**src/rtl/pcicfg_pkg.sv**
```systemverilog
// Shared constants and types for the configuration master.
// Assumes a 32-bit multiplexed bus and 4-bit byte enables.
package pcicfg_pkg;
    // local register selects
    localparam logic [1:0] REG_ADDR = 2'd0;
    localparam logic [1:0] REG_DATA = 2'd1;
    localparam logic [1:0] REG_CTRL = 2'd2;

    // bus command codes driven on C/BE# during the address phase
    localparam logic [3:0] CBE_CFG_RD = 4'b1010;
    localparam logic [3:0] CBE_CFG_WR = 4'b1011;
    localparam logic [3:0] CBE_ALL_ON = 4'b0000;
    localparam logic [3:0] CBE_IDLE   = 4'b1111;

    typedef enum logic [2:0] {
        SQ_IDLE,
        SQ_REQ,
        SQ_ADDR,
        SQ_DATA,
        SQ_TURN
    } seq_state_e;

    typedef enum logic [1:0] {
        END_NONE,
        END_OK,
        END_ABORT,
        END_RETRY
    } end_kind_e;
endpackage

```
**src/rtl/pcicfg_sel_check.sv**
```systemverilog
// Device-select field checker: reports whether exactly one bit of the
// select field is set. Purely combinational; assumes FW >= 1.
module pcicfg_sel_check #(
    parameter int FW = 21
) (
    input  logic [FW-1:0] sel_field,
    output logic          sel_ok
);
    localparam int CNTW = $clog2(FW + 1);

    logic [CNTW-1:0] ones;

    // population count of the select field
    always_comb begin
        ones = '0;
        for (int i = 0; i < FW; i++) begin
            ones = ones + CNTW'(sel_field[i]);
        end
    end

    // one-hot test
    assign sel_ok = (ones == CNTW'(1));
endmodule

```
**src/rtl/pcicfg_regs.sv**
```systemverilog
// Local register set: address word, data word and command/status.
// Accepts writes only while ready; a command with a bad device select is
// finished locally as a master abort. Assumes done arrives only while busy.
module pcicfg_regs
    import pcicfg_pkg::*;
#(
    parameter int DW = 32
) (
    input  logic          clk,
    input  logic          rst_n,
    input  logic          wr_en,
    input  logic [1:0]    sel,
    input  logic [DW-1:0] wdata,
    output logic [DW-1:0] rdata,
    input  logic          sel_ok,
    input  logic          done,
    input  logic          done_abort,
    input  logic [DW-1:0] done_rdata,
    output logic [DW-1:2] cfg_addr,
    output logic [DW-1:0] cfg_data,
    output logic          cmd_write,
    output logic          start,
    output logic          ready,
    output logic          mabort
);
    logic cmd_acc;

    // a command write is accepted only while idle
    assign cmd_acc = wr_en && ready && (sel == REG_CTRL);
    assign start   = cmd_acc && sel_ok;

    // register updates from local writes and bus completions
    always_ff @(posedge clk) begin
        if (!rst_n) begin
            cfg_addr  <= '0;
            cfg_data  <= '0;
            cmd_write <= 1'b0;
            ready     <= 1'b1;
            mabort    <= 1'b0;
        end else if (wr_en && ready) begin
            case (sel)
                REG_ADDR: cfg_addr <= wdata[DW-1:2];
                REG_DATA: cfg_data <= wdata;
                REG_CTRL: begin
                    cmd_write <= wdata[0];
                    mabort    <= !sel_ok;
                    if (sel_ok) begin
                        ready <= 1'b0;
                    end else if (!wdata[0]) begin
                        cfg_data <= '1;
                    end
                end
                default: ;
            endcase
        end else if (done) begin
            ready  <= 1'b1;
            mabort <= done_abort;
            if (!cmd_write) begin
                cfg_data <= done_abort ? '1 : done_rdata;
            end
        end
    end

    // local read mux
    always_comb begin
        case (sel)
            REG_ADDR: rdata = {cfg_addr, 2'b00};
            REG_DATA: rdata = cfg_data;
            REG_CTRL: rdata = {{(DW-2){1'b0}}, mabort, ready};
            default:  rdata = '0;
        endcase
    end


    busy_addr_hold_chk: assert property (@(posedge clk) disable iff (!rst_n)
        (!ready && wr_en && sel == REG_ADDR) |=> cfg_addr == $past(cfg_addr));


    busy_data_hold_chk: assert property (@(posedge clk) disable iff (!rst_n)
        (!ready && !done && wr_en && sel == REG_DATA) |=> cfg_data == $past(cfg_data));


    bad_sel_abort_chk: assert property (@(posedge clk) disable iff (!rst_n)
        (cmd_acc && !sel_ok) |=> (ready && mabort));


    start_busy_chk: assert property (@(posedge clk) disable iff (!rst_n)
        start |=> (!ready && !mabort));
endmodule

```
**src/rtl/pcicfg_bus_seq.sv**
```systemverilog
// Bus sequencer: request, single address phase, single data phase and
// turnaround. Handles target completion, retry and master abort.
// Assumes the arbiter parks nothing on the bus while GNT# is ours.
module pcicfg_bus_seq
    import pcicfg_pkg::*;
#(
    parameter int DW         = 32,
    parameter int ABORT_CLKS = 5
) (
    input  logic          clk,
    input  logic          rst_n,
    input  logic          start,
    input  logic          is_write,
    input  logic [DW-1:2] cfg_addr,
    input  logic [DW-1:0] cfg_data,
    input  logic          gnt_n,
    input  logic          bus_frame_n_i,
    input  logic          bus_irdy_n_i,
    input  logic          devsel_n,
    input  logic          trdy_n,
    input  logic          stop_n,
    input  logic [DW-1:0] ad_i,
    output logic          req_n,
    output logic          frame_n_o,
    output logic          irdy_n_o,
    output logic [3:0]    cbe_n_o,
    output logic          cbe_oe,
    output logic [DW-1:0] ad_o,
    output logic          ad_oe,
    output logic          ctl_oe,
    output logic          done,
    output logic          done_abort,
    output logic [DW-1:0] done_rdata
);
    localparam int             CW        = $clog2(ABORT_CLKS + 1);
    localparam logic [CW-1:0]  LAST_WAIT = CW'(ABORT_CLKS - 1);

    seq_state_e     state;
    end_kind_e      end_kind;
    logic           dev_seen;
    logic           dev_hit;
    logic           bus_free;
    logic [CW-1:0]  wait_cnt;
    logic [DW-1:0]  rd_word;

    assign dev_hit  = dev_seen || !devsel_n;
    assign bus_free = !gnt_n && bus_frame_n_i && bus_irdy_n_i;

    // transaction sequencing
    always_ff @(posedge clk) begin
        if (!rst_n) begin
            state    <= SQ_IDLE;
            end_kind <= END_NONE;
            dev_seen <= 1'b0;
            wait_cnt <= '0;
        end else begin
            case (state)
                SQ_IDLE: if (start) state <= SQ_REQ;
                SQ_REQ:  if (bus_free) state <= SQ_ADDR;
                SQ_ADDR: begin
                    state    <= SQ_DATA;
                    dev_seen <= 1'b0;
                    wait_cnt <= '0;
                end
                SQ_DATA: begin
                    if (dev_hit && !trdy_n) begin
                        end_kind <= END_OK;
                        state    <= SQ_TURN;
                    end else if (dev_hit && !stop_n) begin
                        end_kind <= END_RETRY;
                        state    <= SQ_TURN;
                    end else if (!dev_hit && wait_cnt == LAST_WAIT) begin
                        end_kind <= END_ABORT;
                        state    <= SQ_TURN;
                    end else begin
                        dev_seen <= dev_hit;
                        if (!dev_hit) wait_cnt <= wait_cnt + 1'b1;
                    end
                end
                SQ_TURN: state <= (end_kind == END_RETRY) ? SQ_REQ : SQ_IDLE;
                default: state <= SQ_IDLE;
            endcase
        end
    end

    // capture of the read word on target completion
    always_ff @(posedge clk) begin
        if (!rst_n) begin
            rd_word <= '0;
        end else if (state == SQ_DATA && dev_hit && !trdy_n) begin
            rd_word <= ad_i;
        end
    end

    // bus drive values decoded from the state
    always_comb begin
        req_n     = (state != SQ_REQ);
        frame_n_o = (state != SQ_ADDR);
        irdy_n_o  = (state != SQ_DATA);
        ctl_oe    = (state == SQ_ADDR) || (state == SQ_DATA) || (state == SQ_TURN);
        cbe_oe    = (state == SQ_ADDR) || (state == SQ_DATA);
        ad_oe     = (state == SQ_ADDR) || (state == SQ_DATA && is_write);
        cbe_n_o   = CBE_IDLE;
        ad_o      = '0;
        if (state == SQ_ADDR) begin
            cbe_n_o = is_write ? CBE_CFG_WR : CBE_CFG_RD;
            ad_o    = {cfg_addr, 2'b00};
        end else if (state == SQ_DATA) begin
            cbe_n_o = CBE_ALL_ON;
            if (is_write) ad_o = cfg_data;
        end
    end

    // completion report to the register set
    assign done       = (state == SQ_TURN) && (end_kind != END_RETRY);
    assign done_abort = (end_kind == END_ABORT);
    assign done_rdata = rd_word;

    // run length of data cycles without a claim, kept for checking
    logic [CW:0] nodev_run;
    always_ff @(posedge clk) begin
        if (!rst_n) nodev_run <= '0;
        else if (state == SQ_DATA && !dev_hit) nodev_run <= nodev_run + 1'b1;
        else if (state != SQ_DATA) nodev_run <= '0;
    end


    nodev_limit_chk: assert property (@(posedge clk) disable iff (!rst_n)
        nodev_run <= (CW+1)'(ABORT_CLKS));


    frame_after_grant_chk: assert property (@(posedge clk) disable iff (!rst_n)
        !frame_n_o |-> $past(!gnt_n && bus_frame_n_i && bus_irdy_n_i));


    single_addr_phase_chk: assert property (@(posedge clk) disable iff (!rst_n)
        !frame_n_o |=> (frame_n_o && !irdy_n_o));


    data_phase_shape_chk: assert property (@(posedge clk) disable iff (!rst_n)
        !irdy_n_o |-> (frame_n_o && cbe_oe && cbe_n_o == 4'b0000));


    target_done_chk: assert property (@(posedge clk) disable iff (!rst_n)
        (!irdy_n_o && !devsel_n && !trdy_n) |=> irdy_n_o);


    turnaround_chk: assert property (@(posedge clk) disable iff (!rst_n)
        $rose(irdy_n_o) |-> (ctl_oe && frame_n_o));
endmodule

```
**src/rtl/pcicfg_master.sv**
```systemverilog
// Configuration master top: local register set, device-select checker
// and bus sequencer. Assumes external arbitration and a single segment.
module pcicfg_master
    import pcicfg_pkg::*;
#(
    parameter int DW         = 32,
    parameter int SEL_LSB    = 11,
    parameter int ABORT_CLKS = 5
) (
    input  logic          clk,
    input  logic          rst_n,
    input  logic          reg_wr,
    input  logic [1:0]    reg_sel,
    input  logic [DW-1:0] reg_wdata,
    output logic [DW-1:0] reg_rdata,
    output logic          cfg_ready,
    output logic          cfg_mabort,
    output logic          req_n,
    input  logic          gnt_n,
    input  logic          bus_frame_n_i,
    input  logic          bus_irdy_n_i,
    input  logic          devsel_n,
    input  logic          trdy_n,
    input  logic          stop_n,
    input  logic [DW-1:0] ad_i,
    output logic [DW-1:0] ad_o,
    output logic          ad_oe,
    output logic [3:0]    cbe_n_o,
    output logic          cbe_oe,
    output logic          frame_n_o,
    output logic          irdy_n_o,
    output logic          ctl_oe
);
    localparam int FW = DW - SEL_LSB;

    logic [DW-1:2] cfg_addr;
    logic [DW-1:0] cfg_data;
    logic [DW-1:0] done_rdata;
    logic          cmd_write, start, sel_ok, done, done_abort;

    pcicfg_sel_check #(.FW(FW)) u_sel (
        .sel_field (cfg_addr[DW-1:SEL_LSB]),
        .sel_ok    (sel_ok)
    );

    pcicfg_regs #(.DW(DW)) u_regs (
        .clk        (clk),
        .rst_n      (rst_n),
        .wr_en      (reg_wr),
        .sel        (reg_sel),
        .wdata      (reg_wdata),
        .rdata      (reg_rdata),
        .sel_ok     (sel_ok),
        .done       (done),
        .done_abort (done_abort),
        .done_rdata (done_rdata),
        .cfg_addr   (cfg_addr),
        .cfg_data   (cfg_data),
        .cmd_write  (cmd_write),
        .start      (start),
        .ready      (cfg_ready),
        .mabort     (cfg_mabort)
    );

    pcicfg_bus_seq #(.DW(DW), .ABORT_CLKS(ABORT_CLKS)) u_seq (
        .clk           (clk),
        .rst_n         (rst_n),
        .start         (start),
        .is_write      (cmd_write),
        .cfg_addr      (cfg_addr),
        .cfg_data      (cfg_data),
        .gnt_n         (gnt_n),
        .bus_frame_n_i (bus_frame_n_i),
        .bus_irdy_n_i  (bus_irdy_n_i),
        .devsel_n      (devsel_n),
        .trdy_n        (trdy_n),
        .stop_n        (stop_n),
        .ad_i          (ad_i),
        .req_n         (req_n),
        .frame_n_o     (frame_n_o),
        .irdy_n_o      (irdy_n_o),
        .cbe_n_o       (cbe_n_o),
        .cbe_oe        (cbe_oe),
        .ad_o          (ad_o),
        .ad_oe         (ad_oe),
        .ctl_oe        (ctl_oe),
        .done          (done),
        .done_abort    (done_abort),
        .done_rdata    (done_rdata)
    );


    idle_quiet_chk: assert property (@(posedge clk) disable iff (!rst_n)
        cfg_ready |-> (req_n && frame_n_o && irdy_n_o && !ad_oe));
endmodule

```
**config.mk**
```make
export PLATFORM = sky130hd
export DESIGN_NAME = pcicfg_master
export DESIGN_NICKNAME = d
export VERILOG_FILES = /design/src/rtl/pcicfg_pkg.sv /design/src/rtl/pcicfg_sel_check.sv /design/src/rtl/pcicfg_regs.sv /design/src/rtl/pcicfg_bus_seq.sv /design/src/rtl/pcicfg_master.sv
export SDC_FILE = /design/constraint.sdc
export NUM_CORES = 1
export LEC_CHECK = 0
export ABC_AREA = 1
export BUFFER_PORTS_ARGS = -buffer_cell sky130_fd_sc_hd__buf_2
export CAP_MARGIN = 20
export CORE_UTILIZATION = 49
export DETAILED_ROUTE_END_ITERATION = 6
export GPL_TIMING_DRIVEN = 0
export PLACE_DENSITY = 0.82
export SETUP_SLACK_MARGIN = 0.4
export SLEW_MARGIN = 0
export SYNTH_ARGS = -nofsm -noshare
export SYNTH_HDL_FRONTEND = slang
export SYNTH_HIERARCHICAL = 1
export SYNTH_SLANG_ARGS = --single-unit
```
**constraint.sdc**
```tcl
create_clock -name clk -period 4.7 [get_ports clk]
set_input_delay 0.705 -clock clk [delete_from_list [all_inputs] [get_ports clk]]
set_output_delay 0.705 -clock clk [all_outputs]
set_load 0.02 [all_outputs]
```
# Yosys cells after proc, flatten, opt, wreduce, memory -nomap -nowiden
# Index checks and enable logic that the tools add are counted.
# totals
regBits	106
in_bits	75
output_inout_bits	76
# classes
n_addsub	21
eq_ne	27
n_mux	40
n_reduce_logical	36
# op_table
op	count
two-way mux 32 bit	9
case mux 32 bit (3 select lines)	1
adder 5 x 1 -> 5 bit	19
case mux 32 bit (2 select lines)	1
two-way mux 3 bit	9
inequality test 2 bit (second input constant)	8
case mux 3 bit (5 select lines)	1
logical AND 1 bit	12
two-way mux 1 bit	12
AND reduction 5 bit	2
inequality test 3 bit (second input constant)	3
two-way mux 4 bit	2
AND reduction 2 bit	4
== test 2 bit (second input constant)	3
== test 3 x 2 -> 1 bit (second input constant)	2
== test 3 bit (second input constant)	2
logical NOT 1 bit	6
two-way mux 2 bit	3
inequality test 3 x 2 -> 1 bit (second input constant)	2
case mux 3 bit (2 select lines)	1
AND reduction 3 bit	2
== test 5 x 1 -> 1 bit (second input constant)	1
logical OR 1 bit	4
inequality test 2 x 1 -> 1 bit (second input constant)	2
12 further kinds	13

# Depth between registers and ports, before layout
# Gate-level depths: netlist of the first run.
# logic_depth
ltp_word	24
depth_mapped	26
mapped_depth_nobuf	26

# Modules after synthesis
# The synthesis of the first run kept the hierarchy.
# modules_own_cells
mod	instances	cells_each	area_per_inst_um2	seq_area_each_um2
pcicfg_regs	1	556	3399.5	1301.2
pcicfg_bus_seq	1	282	2054.5	820.8
pcicfg_sel_check	1	62	535.5	0.0

# Least setup slack after synthesis of the first run
# OpenSTA, ideal clock, no wires.
# synth_timing
kind	register to register
from	reg u_regs/cfg_addr[16] in the netlist's numbering
to	reg u_regs.cfg_data[0]
setup_time_ns	0.113
t_arrival_ns	4.643
required_ns	4.587
setup_slack_ns	-0.056
path_stages_with_launch	25
synth_period_minus_slack_ns	4.756
cell_sequence	dfxtp_1 > inv_1 > fa_1 > inv_1 > fa_1 > fa_1 > fa_1 > inv_1 > fa_1 > fa_1 > inv_1 > fa_1 > nor2_1 > nand2_1 > nor2_2 > nand2_1 > inv_1 > inv_1 > nand2_1 > nand3_4 > inv_2 > nor2_8 > buf_6 > nor2_1 > nor2_1
# synth_via
elab_chain_len	19
# synth_rtl
item	line	text
start, declared	pcicfg_regs.sv:19	output logic [DW-1:2] cfg_addr,
start signal, assigned	pcicfg_regs.sv:42	REG_ADDR: cfg_addr <= wdata[DW-1:2];
adder 5 x 1 -> 5 bit (16 in series)	pcicfg_sel_check.sv:17	ones = ones + CNTW'(sel_field[i]);
== test 5 x 1 -> 1 bit	pcicfg_sel_check.sv:22	assign sel_ok = (ones == CNTW'(1));
net sel_ok	pcicfg_master.sv:39	logic cmd_write, start, sel_ok, done, done_abort;
inequality test 3 bit (no source line)	--	
AND reduction 5 bit (no source line)	--	
end signal, assigned	pcicfg_regs.sv:43	REG_DATA: cfg_data <= wdata;
end signal, assigned	pcicfg_regs.sv:59	cfg_data <= done_abort ? '1 : done_rdata;
end, declared	pcicfg_regs.sv:20	output logic [DW-1:0] cfg_data,
# The timed path passes the listed nets, and every way through them passes these cells.
# A chain may end at the register's enable or synchronous reset.

# Final worst setup path of the first run
# layout_timing
from	reg u_regs/cfg_addr[22] in the netlist's numbering
to	reg u_regs.cfg_data[11]
# layout_via
elab_chain_len	13
# layout_rtl
item	line
adder 5 x 1 -> 5 bit (10 in series)	pcicfg_sel_check.sv:17
== test 5 x 1 -> 1 bit	pcicfg_sel_check.sv:22
net sel_ok	pcicfg_master.sv:39
inequality test 3 bit (no source line)	--
AND reduction 5 bit (no source line)	--
# The timed path passes the listed nets, and every way through them passes these cells.

==> reports/qor_table.md, run 1 <==
| Metric | Reported | Unit |
|:---|:---|:---|
| Path class of the lowest-slack min-delay path | flip-flop to flip-flop | - |
| Post-route cell area | 7522 | um^2 |
| Category of the worst setup path launch point | flip-flop | - |
| Violated checks | setup timing | - |
| Count of TritonRoute iterations in the first routing pass | 6 | - |
| Hold Buf Count CTS | 0 | - |
| Final Instance Count excl. Fillers | 1224 | - |
| Synth-to-layout area growth | 25.59 | % |
| Number of vias per cell | 5.356 | - |
| Clock slew at reported path FFs | 0.08 | ns |
| Inst Count DP | 1195 | - |
| Clock network power share | 0.224 | - |
| Cell area reported after detailed placement | 6924 | um^2 |
| GR Layer Usage met3 | 0.05616 | - |
| Terminus of the critical flop-to-flop path | u_regs/cfg_data[11] | - |
| Die Outline Area | 12670 | um^2 |
| Psw | 1.386 | mW |
| Wire length of the first global-routing pass | 29500 | um |
| CTS Buf Count | 9 | - |
| Nets | 1168 | - |
| Power density relative to cell area | 456.7 | nW/um^2 |
| Lkg Pwr | 3.621 | nW |
| Antenna violations before repair | 2 | - |
| Number of register bits inferred by synthesis | 106 | - |
| Proportion of synthesized chip area in sequential cells | 0.3543 | - |
| Maximum fanout encountered on the critical timing path | 6 | - |
| Met1 track utilization from global routing | 0.3899 | - |
| Max frequency | 198.4 | MHz |
| CTS root buf | sky130_fd_sc_hd__clkbuf_16 | - |
| Type of destination of the critical path | flip-flop | - |
| Filler cell count | 1124 | - |
| Logic depth of the worst register-to-register path | 24 | - |
| Proportion of layout cells with a drive suffix above 1 | 0.2428 | - |
| Ys Warns | 6 | - |
| Number of distinct library cell variants in the gate-level netlist after synthesis | 27 | - |
| Mapped Nets | 998 | - |
| Final ANT Viol Nets | 0 | - |
| Crit. Startpoint | u_regs/cfg_addr[22] | - |
| Largest net degree at the start of global routing | 19 | - |
| Relative slew slack | 0.5114 | - |
| Startpoint of the worst register-to-register path | u_regs/cfg_addr[22] | - |
| Latest clock arrival within the worst-skew pair | 0.36 | ns |
| Layer with the highest usage | met2 | - |
| Worst setup path class | flip-flop to flip-flop | - |
| Clock Tree Buf Depth | 2 | - |
| Gate Count Post-Synth | 900 | - |
| Unrepaired setup endpoints after global routing | true | - |
| Vias in the first global route | 6001 | - |
| Initial Utilization | 0.5007 | - |
| Switching part of the total | 0.4036 | - |
| Required arrival time at the worst endpoint | 4.95 | ns |
| Horiz. Die Dim | 112.6 | um |
| Boundary Pins | 151 | - |
| R2r setup slk | -0.34 | ns |
| Final Wtd Congestion | 0.9214 | - |
| Row count | 40 | - |
| Period utilization | 1.072 | - |
| CP arrival | 5.29 | ns |
| Seq pwr share | 0.351 | - |
| Critical path capture point | u_regs/cfg_data[11] | - |
| CTS tree | yes | - |
| Netlist area before placement | 5989 | um^2 |
| DRT iter0 DRCs | 630 | - |
| Vias post-DR | 6556 | - |
| Run status | finished, violations left | - |
| Number of hold violations in the final report | 0 | - |
| Worst-margin pin slew | 0.7329 | ns |
| Detailed placement HPWL | 14210 | um |
| Drt wl/cell | 15.61 | um |
| Total wire length after detailed routing | 19110 | um |
| Clock period minus final worst setup slack | 5.039 | ns |
| Die boundary height | 112.6 | um |
| Number of H-tree levels | 3 | - |
| Post-route setup slack | -0.3395 | ns |
| Combinational cell fraction of total power | 0.425 | - |
| Fin Clk Skew | 0.01357 | ns |
| Maximum resistive drop on vdd | 0.2251 | mV |
| Max Slew Vio Count | 0 | - |
| Synthesized area divided by synthesized cell count | 6.655 | um^2 |
| Overall overflow remaining after global route | 0 | - |
| Combined global-route utilization of all metal layers | 0.2979 | - |
| Count of clock tree sinks | 106 | - |
| Count of buffers inserted at the top-level ports | 148 | - |
| Total setup violations reported at the end of the flow | 35 | - |
| Internal cell power | 2.049 | mW |
| Area of the placeable core | 11960 | um^2 |
| Met2 track demand over resource in global routing | 0.4914 | - |
| # DRC | 0 | - |
| Count of max-cap constraint violations | 0 | - |
-- per-stage QoR --
stage	TNS (ns)	setup WS (ns)	power, mW	hold WS [ns]	utilization
2_1_floorplan	0	0.07787	1.991	0.4459	-
3_3_place_gp	-6.016	-0.2464	2.282	0.4559	0.5789
3_5_place_dp	-8.673	-0.3284	2.318	0.4632	0.5789
4_1_cts	-7.422	-0.2395	3.206	0.4742	0.6142
5_1_grt	-17.38	-0.5183	3.628	0.5091	0.6287
6_report	-10.36	-0.3395	3.435	0.4729	0.6289
-- worst min path at each step --
stage	from	endpoint	slack [ns]	cells after the start
floorplan	u_seq/dev_seen	u_seq/dev_seen	0.45	2
global placement	u_seq/dev_seen	u_seq/dev_seen	0.46	2
detailed placement	u_seq/dev_seen	u_seq/dev_seen	0.46	2
CTS	u_seq/dev_seen	u_seq/dev_seen	0.47	2
global route	u_seq/done_rdata[11]	u_seq/done_rdata[11]	0.51	2
finish	u_seq/dev_seen	u_seq/dev_seen	0.47	2
-- power by group through the flow --
stage	combinational [mW]	sequential, mW	clock, mW
floorplan	0.842	1.15	0
global placement	1.10	1.18	0
detailed placement	1.13	1.19	0
CTS	1.26	1.17	0.775
global route	1.60	1.22	0.807
finish	1.46	1.21	0.771
-- state kept, by name, indices dropped and copies added, names as in the netlist --
name / count
u_seq/state: 3
u_regs/mabort: 1
u_seq/wait_cnt: 3
u_seq/end_kind: 2
u_regs/cfg_data: 32
u_seq/dev_seen: 1
u_regs/ready: 1
u_seq/done_rdata: 32
u_regs/cfg_addr: 30
u_regs/cmd_write: 1
-- synth_stat cells (all sizes together) --
cell / number / area, um^2
clkinv: 1 / 5.000
and2: 1 / 6.260
a32o: 30 / 300.3
nand2: 182 / 700.7
a31oi: 1 / 6.260
nor2: 247 / 963.4
a21oi: 9 / 45.04
nand3: 79 / 407.9
buf: 32 / 196.4
fa: 15 / 300.3
clkbuf: 31 / 116.4
inv: 59 / 224.0
dfxtp: 106 / 2122
ha: 8 / 100.1
o21ai: 99 / 495.5
-- cell type report --
cell class	count	area, um^2	share of cell area
Buffer	63	330.3	0.04391
Sequential cell	106	2130	0.2831
Tap cell	147	183.9	0.02445
Timing Repair Buffer	159	852.1	0.1133
Inverter	60	234.0	0.03110
Clock buffer	9	225.2	0.02994
Antenna cell	2	5.005	0.0006653
Clock inverter	7	78.83	0.01048
Multi-Input combinational cell	671	3483	0.4631
-- layer usage --
| layer | wire length, um | up-vias |
|---|---|---|
| met4 | 386 | 0 |
| li1 | - | 3228 |
| met1 | 7935 | 2921 |
| met5 | 0 | - |
| met3 | 1851 | 36 |
| met2 | 8931 | 371 |
-- kinds of logic (layout without fill, tap and decap cells) --
kind of cell               after synthesis  in the layout  share of synthesized area
AOI/OAI and AO/OA                      139            139                     0.1414
adders and majority gates               23             23                    0.06685
buffers and inverters                  123            298                    0.09045
DFF                                    106            106                     0.3543
other                                    0              2                          0
and+or+nand+nor                        509            509                     0.3470
-- layout by cell type, fill, tap and decap left out, drive strengths merged --
cell type | netlist | layout
dfxtp | 106 | 106
buf | 32 | 190
clkinv | 1 | 4
a32o | 30 | 30
clkbuf | 31 | 41
bufinv | 0 | 1
nand3 | 79 | 79
diode | 0 | 2
nor2 | 247 | 247
a31oi | 1 | 1
nand2 | 182 | 182
o21ai | 99 | 99
clkinvlp | 0 | 2
a21oi | 9 | 9
and2 | 1 | 1
ha | 8 | 8
inv | 59 | 60
fa | 15 | 15
-- worst max-delay path, stage by stage, from the launching register on --
cell	delay, ns
sky130_fd_sc_hd__dfxtp_4	0.36
sky130_fd_sc_hd__fa_1	0.54
sky130_fd_sc_hd__inv_1	0.06
sky130_fd_sc_hd__fa_1	0.49
sky130_fd_sc_hd__inv_1	0.05
sky130_fd_sc_hd__fa_1	0.45
sky130_fd_sc_hd__fa_1	0.53
sky130_fd_sc_hd__inv_2	0.04
sky130_fd_sc_hd__fa_1	0.45
sky130_fd_sc_hd__fa_2	0.35
sky130_fd_sc_hd__inv_2	0.08
sky130_fd_sc_hd__fa_1	0.39
sky130_fd_sc_hd__nor2_1	0.10
sky130_fd_sc_hd__nand2_1	0.07
sky130_fd_sc_hd__nor2_2	0.07
sky130_fd_sc_hd__nand2_1	0.08
sky130_fd_sc_hd__inv_2	0.09
sky130_fd_sc_hd__inv_4	0.05
sky130_fd_sc_hd__nand2_4	0.08
sky130_fd_sc_hd__nand3_4	0.12
sky130_fd_sc_hd__inv_4	0.11
sky130_fd_sc_hd__nor2_8	0.07
sky130_fd_sc_hd__clkbuf_16	0.17
sky130_fd_sc_hd__nor2_2	0.09
sky130_fd_sc_hd__nor2_1	0.05
-- what timing repair did --
action                     in CTS  in global routing
setup endpoints to repair      36                 36
gates cloned                    1                  1
pin swaps                       3                  8
resized for setup              22                 40
buffers inserted                7                  2
hold endpoints to repair        0                  0
Note: power is estimated with default switching activity, not from simulation.
==> run 2, diff against run 1 <==
--- a/config.mk
+++ b/config.mk
@@ -6,12 +6,12 @@
 export NUM_CORES = 1
 export LEC_CHECK = 0
 export ABC_AREA = 1
-export BUFFER_PORTS_ARGS = -buffer_cell sky130_fd_sc_hd__buf_2
+export BUFFER_PORTS_ARGS = -buffer_cell sky130_fd_sc_hd__clkbuf_2
 export CAP_MARGIN = 20
-export CORE_UTILIZATION = 49
+export CORE_UTILIZATION = 54
 export DETAILED_ROUTE_END_ITERATION = 6
 export GPL_TIMING_DRIVEN = 0
-export PLACE_DENSITY = 0.82
+export PLACE_DENSITY = 0.86
 export SETUP_SLACK_MARGIN = 0.4
 export SLEW_MARGIN = 0
 export SYNTH_ARGS = -nofsm -noshare
==> constraint.sdc (replaced) <==
create_clock -name clk -period 5.6 [get_ports clk]
set_input_delay 0.84 -clock clk [delete_from_list [all_inputs] [get_ports clk]]
set_output_delay 0.84 -clock clk [all_outputs]
set_load 0.02 [all_outputs]
==> run 2 against run 1 <==
  * The flow finishes with violations (DRC)
  * Via count shrank 0.21%
  * Critical path depth is the same
  * Non-clock buffer count shrank 7
  * Cell area shrank 4.0%
==> reports/qor_table.md, run 2 (synthesized netlist as in run 1, its figures left out) <==
| Metric | Reported | Unit |
|:---|:---|:---|
| Total wire length after detailed routing | 18240 | um |
| Drt wl/cell | 15.10 | um |
| Count of clock tree sinks | 106 | - |
| Number of vias per cell | 5.416 | - |
| CTS root buf | sky130_fd_sc_hd__clkbuf_8 | - |
| Number of antenna diodes | 0 | - |
| Latest clock arrival within the worst-skew pair | 0.37 | ns |
| # DRC | 1 | - |
| Combined global-route utilization of all metal layers | 0.3175 | - |
| Clock network power share | 0.197 | - |
| Count of max-cap constraint violations | 0 | - |
| Psw | 1.046 | mW |
| Die boundary height | 107.3 | um |
| Horiz. Die Dim | 107.3 | um |
| Worst setup path class | flip-flop to flip-flop | - |
| Worst Hold Path Cells | 2 | - |
| CP arrival | 5.36 | ns |
| Count of cell instances traversed by the critical path | 24 | - |
| Max frequency | 196.7 | MHz |
| Internal cell power | 1.495 | mW |
| Post-Route Setup TNS | 0 | ns |
| Clock period minus final worst setup slack | 5.085 | ns |
| Row count | 38 | - |
| Category of the worst setup path launch point | flip-flop | - |
| Number of hold violations in the final report | 0 | - |
| Type of destination of the critical path | flip-flop | - |
| Antenna violations before repair | 1 | - |
| Number of H-tree levels | 3 | - |
| CTS Buf Count | 9 | - |
| Hold slack final | 0.4772 | ns |
| Clock slew at reported path FFs | 0.11 | ns |
| Initial Utilization | 0.5525 | - |
| HP Start | u_seq/dev_seen | - |
| Vias in the first global route | 5662 | - |
| Count of buffers inserted at the top-level ports | 148 | - |
| Relative slew slack | 0.4680 | - |
| Maximum resistive drop on vdd | 0.1826 | mV |
| Fin Clk Skew | 0.01991 | ns |
| Final Wtd Congestion | 0.9148 | - |
| Library cell contributing the largest single delay on the critical path | sky130_fd_sc_hd__fa_1 | - |
| Boundary Pins | 151 | - |
| Run status | finished, violations left | - |
| Power density relative to cell area | 352.1 | nW/um^2 |
| Overall overflow remaining after global route | 0 | - |
| Sum of buffers and inverters on the critical path | 8 | - |
| Vias post-DR | 6542 | - |
| Synth-to-layout area growth | 20.51 | % |
| Path class of the lowest-slack min-delay path | flip-flop to flip-flop | - |
| Total setup violations reported at the end of the flow | 0 | - |
| Startpoint of the worst register-to-register path | u_regs/cfg_addr[22] | - |
| Nets | 1161 | - |
| Commonest cells after routing, fill and taps aside | sky130_fd_sc_hd__nor2_1 (228), sky130_fd_sc_hd__nand2_1 (176), sky130_fd_sc_hd__clkbuf_2 (148), sky130_fd_sc_hd__dfxtp_1 (102), sky130_fd_sc_hd__o21ai_0 (85) | - |
| Die Outline Area | 11520 | um^2 |
| Unrepaired setup endpoints after global routing | true | - |
| Switching part of the total | 0.4117 | - |
| CTS tree | yes | - |
| Logic depth of the worst register-to-register path | 24 | - |
| Detailed placement HPWL | 14060 | um |
| Crit. Startpoint | u_regs/cfg_addr[22] | - |
| Count of TritonRoute iterations in the first routing pass | 7 | - |
| Commonest non-fill, non-tap cell in the layout | sky130_fd_sc_hd__nor2_1 | - |
| Stage delay of the slowest cell on the critical path | 0.54 | ns |
| Worst-margin pin slew | 0.7981 | ns |
| Maximum fanout encountered on the critical timing path | 6 | - |
| Area of the placeable core | 10840 | um^2 |
| Lkg Pwr | 3.488 | nW |
| Violated checks | DRC | - |
| Hold Buf Count CTS | 0 | - |
| Family with the most delay on the worst path | adder cells | - |
| Final ANT Viol Nets | 0 | - |
| Clock Tree Buf Depth | 2 | - |
| Wire length of the first global-routing pass | 28250 | um |
| Top cell by count, worst path | sky130_fd_sc_hd__fa_1 | - |
| Period utilization | 0.9079 | - |
| Cell-by-cell listing of the critical path | fa_1 -> inv_1 -> fa_1 -> inv_2 -> fa_1 -> fa_1 -> inv_1 -> fa_1 -> fa_2 -> inv_2 -> fa_1 -> nor2_1 -> nand2_1 -> nor2_2 -> nand2_1 -> inv_2 -> inv_2 -> nand2_4 -> nand3_4 -> inv_4 -> nor2_8 -> buf_2 -> nor2_1 -> nor2_1 | - |
| Required arrival time at the worst endpoint | 5.88 | ns |
| DRT iter0 DRCs | 594 | - |
| Seq pwr share | 0.390 | - |
| Largest net degree at the start of global routing | 18 | - |
| Max Slew Vio Count | 0 | - |
| Fraction of the core area covered by cells at the end of the flow | 0.6659 | - |
| Combinational cell fraction of total power | 0.413 | - |
| R2r setup slk | 0.52 | ns |
| Proportion of layout cells with a drive suffix above 1 | 0.2219 | - |
-- run 2: final timing paths --
path | end
max | u_regs/cfg_data[8]
min | u_seq/dev_seen
max reg2reg | u_regs/cfg_data[8]
min reg2reg | u_seq/dev_seen
-- run 2: worst min-delay path, stage by stage (launching register included) --
cell and delay, ns:
sky130_fd_sc_hd__dfxtp_1 0.32, sky130_fd_sc_hd__inv_1 0.06, sky130_fd_sc_hd__a21oi_1 0.06
-- run 2: layout make-up --
type	count	area (um^2)
Buffer	63	331.6
Inverter	60	231.5
Tap cell	140	175.2
Clock buffer	11	151.4
Sequential cell	106	2130
Timing Repair Buffer	152	768.2
Clock inverter	5	61.31
Fill cell	1015	3622
Multi-Input combinational cell	671	3369
-- run 2: repair_timing --
item / CTS / global route
buffers inserted: 0 / 3
setup endpoints to repair: 27 / 34
gates cloned: 0 / 1
pin swaps: 0 / 2
resized for setup: 3 / 32
-- run 2: through the flow --
stage | instance area (um^2) | setup WS, ns | total power [mW] | instances
after floorplan | 5989 | 0.8438 | 1.659 | 900
after global placement | 6905 | 0.5212 | 1.903 | 1188
after detailed placement | 6905 | 0.3960 | 1.938 | 1188
after CTS | 7123 | 0.4431 | 2.428 | 1204
after global routing | 7218 | 0.3624 | 2.691 | 1208
final | 7218 | 0.5155 | 2.541 | 1208
-- run 2: power by group through the flow --
stage               Clock (mW)  Sequential [mW]  Combinational [mW]
global route             0.530             1.00                1.16
floorplan                    0            0.964               0.695
CTS                      0.498            0.980               0.950
finish                   0.500            0.991                1.05
global placement             0            0.992               0.911
detailed placement           0            0.999               0.939
-- run 2: routing by layer --
layer,track usage,up-vias,share of wire
li1,-,3212,-
met4,0.1233,0,0.033
met3,0.05811,60,0.11
met2,0.5106,417,0.45
met1,0.4225,2853,0.41
met5,0,-,0
==> run 3, diff against run 2 <==
--- a/config.mk
+++ b/config.mk
@@ -11,8 +11,9 @@
 export CORE_UTILIZATION = 54
 export DETAILED_ROUTE_END_ITERATION = 6
 export GPL_TIMING_DRIVEN = 0
-export PLACE_DENSITY = 0.86
+export PLACE_DENSITY_LB_ADDON = 0.08
 export SETUP_SLACK_MARGIN = 0.4
+export SKIP_CTS_REPAIR_TIMING = 1
 export SLEW_MARGIN = 0
 export SYNTH_ARGS = -nofsm -noshare
 export SYNTH_HDL_FRONTEND = slang
==> run 3 against run 2 <==
  * The run now ends clean
  * Clock-buffer cell count is the same
  * Register-to-register slack gained 0.08 ns
  * Cell area shrank 0.42%
  * Via count shrank 3.7%
  * Critical path type unchanged
==> reports/qor_table.md, run 3 (synthesized netlist as in run 1, its figures left out) <==
| Metric | Reported | Unit |
|:---|:---|:---|
| Commonest cells after routing, fill and taps aside | sky130_fd_sc_hd__nor2_1 (238), sky130_fd_sc_hd__nand2_1 (175), sky130_fd_sc_hd__clkbuf_2 (148), sky130_fd_sc_hd__dfxtp_1 (101), sky130_fd_sc_hd__o21ai_0 (85) | - |
| HP Start | u_seq/dev_seen | - |
| Combined global-route utilization of all metal layers | 0.3048 | - |
| Post-Route Setup TNS | 0 | ns |
| Initial Utilization | 0.5525 | - |
| Wire length of the first global-routing pass | 26820 | um |
| Number of H-tree levels | 3 | - |
| Period utilization | 0.8935 | - |
| Worst Hold Path Cells | 2 | - |
| Commonest non-fill, non-tap cell in the layout | sky130_fd_sc_hd__nor2_1 | - |
| # DRC | 0 | - |
| Post-route setup slack | 0.5963 | ns |
| Drt wl/cell | 14.59 | um |
| Row count | 38 | - |
| Maximum fanout encountered on the critical timing path | 10 | - |
| Antenna violations before repair | 0 | - |
| Family with the most delay on the worst path | adder cells | - |
| Die Outline Area | 11520 | um^2 |
| Max Slew Vio Count | 0 | - |
| Library cell contributing the largest single delay on the critical path | sky130_fd_sc_hd__fa_1 | - |
| Final ANT Viol Nets | 0 | - |
| Unrepaired setup endpoints after global routing | false | - |
| Lkg Pwr | 3.478 | nW |
| Boundary Pins | 151 | - |
| CTS Buf Count | 9 | - |
| Filler cell count | 1087 | - |
| Clock slew at reported path FFs | 0.10 | ns |
| Clock period minus final worst setup slack | 5.004 | ns |
| Total setup violations reported at the end of the flow | 0 | - |
| Count of buffers inserted at the top-level ports | 148 | - |
| Fin Clk Skew | 0.008488 | ns |
| Terminus of the critical flop-to-flop path | u_regs/cfg_data[23] | - |
| Number of vias per cell | 5.218 | - |
| Category of the worst setup path launch point | flip-flop | - |
| Count of clock tree sinks | 106 | - |
| Proportion of layout cells with a drive suffix above 1 | 0.2109 | - |
| Count of cell instances traversed by the critical path | 24 | - |
| Type of destination of the critical path | flip-flop | - |
| Count of TritonRoute iterations in the first routing pass | 5 | - |
| Nets | 1161 | - |
| Maximum resistive drop on vdd | 0.2102 | mV |
| Path class of the lowest-slack min-delay path | flip-flop to flip-flop | - |
| Hold endpoint | u_seq/dev_seen | - |
| Logic depth of the worst register-to-register path | 24 | - |
| Final Wtd Congestion | 0.9318 | - |
| CP arrival | 5.26 | ns |
| Number of antenna diodes | 0 | - |
| Sum of buffers and inverters on the critical path | 8 | - |
| Overall overflow remaining after global route | 0 | - |
| CTS tree | yes | - |
| DRT iter0 DRCs | 586 | - |
| Cell-by-cell listing of the critical path | fa_1 -> inv_1 -> fa_1 -> inv_1 -> fa_1 -> fa_1 -> inv_1 -> fa_1 -> fa_2 -> inv_2 -> fa_1 -> nor2_1 -> nand2_1 -> nor2_2 -> nand2_2 -> inv_2 -> inv_1 -> nand2_2 -> nand3_4 -> inv_4 -> nor2_8 -> buf_6 -> nor2_1 -> nor2_1 | - |
| Run status | complete, no violations | - |
| Total wire length after detailed routing | 17610 | um |
| Max frequency | 199.9 | MHz |
| CTS root buf | sky130_fd_sc_hd__clkbuf_8 | - |
| Die boundary height | 107.3 | um |
| Area of the placeable core | 10840 | um^2 |
| Count of max-cap constraint violations | 0 | - |
| Synth-to-layout area growth | 20.01 | % |
| Latest clock arrival within the worst-skew pair | 0.36 | ns |
| Power density relative to cell area | 348.7 | nW/um^2 |
| Relative slew slack | 0.4905 | - |
| Pre-CTS setup slack | 0.4155 | ns |
| Startpoint of the worst register-to-register path | u_regs/cfg_addr[22] | - |
| Number of hold violations in the final report | 0 | - |
| Clock Tree Buf Depth | 2 | - |
| Fraction of the core area covered by cells at the end of the flow | 0.6631 | - |
| Worst-margin pin slew | 0.7643 | ns |
| Worst setup path class | flip-flop to flip-flop | - |
| Horiz. Die Dim | 107.3 | um |
| Detailed placement HPWL | 13820 | um |
| Largest net degree at the start of global routing | 17 | - |
| Stage delay of the slowest cell on the critical path | 0.56 | ns |
| R2r setup slk | 0.60 | ns |
| Vias post-DR | 6298 | - |
| Hold slack final | 0.4806 | ns |
| Vias in the first global route | 5384 | - |
| Top cell by count, worst path | sky130_fd_sc_hd__fa_1 | - |
| Required arrival time at the worst endpoint | 5.85 | ns |
run 3: worst register-to-register path: cells and delay by family (launching register included):
family	cells	cell delay, ns
fa+ha+maj	7	3.15
buf+inv	8	0.63
flops	1	0.37
simple gates	9	0.75
run 3: how the worst max path moves through the flow:
stage / start / slack (ns) / end
finish: u_regs/cfg_addr[22] / 0.60 / u_regs/cfg_data[23]
global route: u_regs/cfg_addr[22] / 0.41 / u_regs/cfg_data[19]
CTS: u_regs/cfg_addr[16] / 0.38 / u_regs/cfg_data[19]
detailed placement: u_regs/cfg_addr[16] / 0.42 / u_regs/cfg_data[8]
global placement: u_regs/cfg_addr[16] / 0.50 / u_regs/cfg_data[22]
floorplan: u_regs/cfg_addr[16] / 0.84 / u_regs/cfg_data[0]
run 3: layout make-up:
type,instances,area [um^2],share of cell area
multi-input cells,671,3342,0.4649
flip-flops and latches,106,2131,0.2964
repair buffers,152,770.7,0.1072
plain buffers,63,320.3,0.04456
inverters,60,231.5,0.03220
well taps,140,175.2,0.02437
clock buffers,11,141.4,0.01967
clock inverters,4,76.32,0.01062
run 3: metrics by stage:
| step | power (mW) | instances | area (um^2) |
|---|---|---|---|
| 2_1_floorplan | 1.659 | 900 | 5989 |
| 3_3_place_gp | 1.916 | 1188 | 6905 |
| 3_5_place_dp | 1.936 | 1188 | 6905 |
| 4_1_cts | 2.443 | 1203 | 7123 |
| 5_1_grt | 2.667 | 1207 | 7188 |
| 6_report | 2.506 | 1207 | 7188 |
run 3: report_power, final:
part / leakage, nW / internal (mW) / total (mW) / switching, mW
combinational: 2.50 / 0.370 / 1.00 / 0.631
sequential: 0.868 / 0.872 / 0.987 / 0.115
clock: 0.106 / 0.263 / 0.517 / 0.254
total: 3.48 / 1.51 / 2.51 / 1.00
run 3: routing by layer:
metal	routed length, um	GRT usage	part of all wire	vias to the layer above
li1	-	-	-	3206
met1	7837	0.4262	0.45	2758
met2	7757	0.4696	0.44	300
met3	1589	0.04298	0.090	34
met4	421	0.1301	0.024	0
met5	0	0	0	-
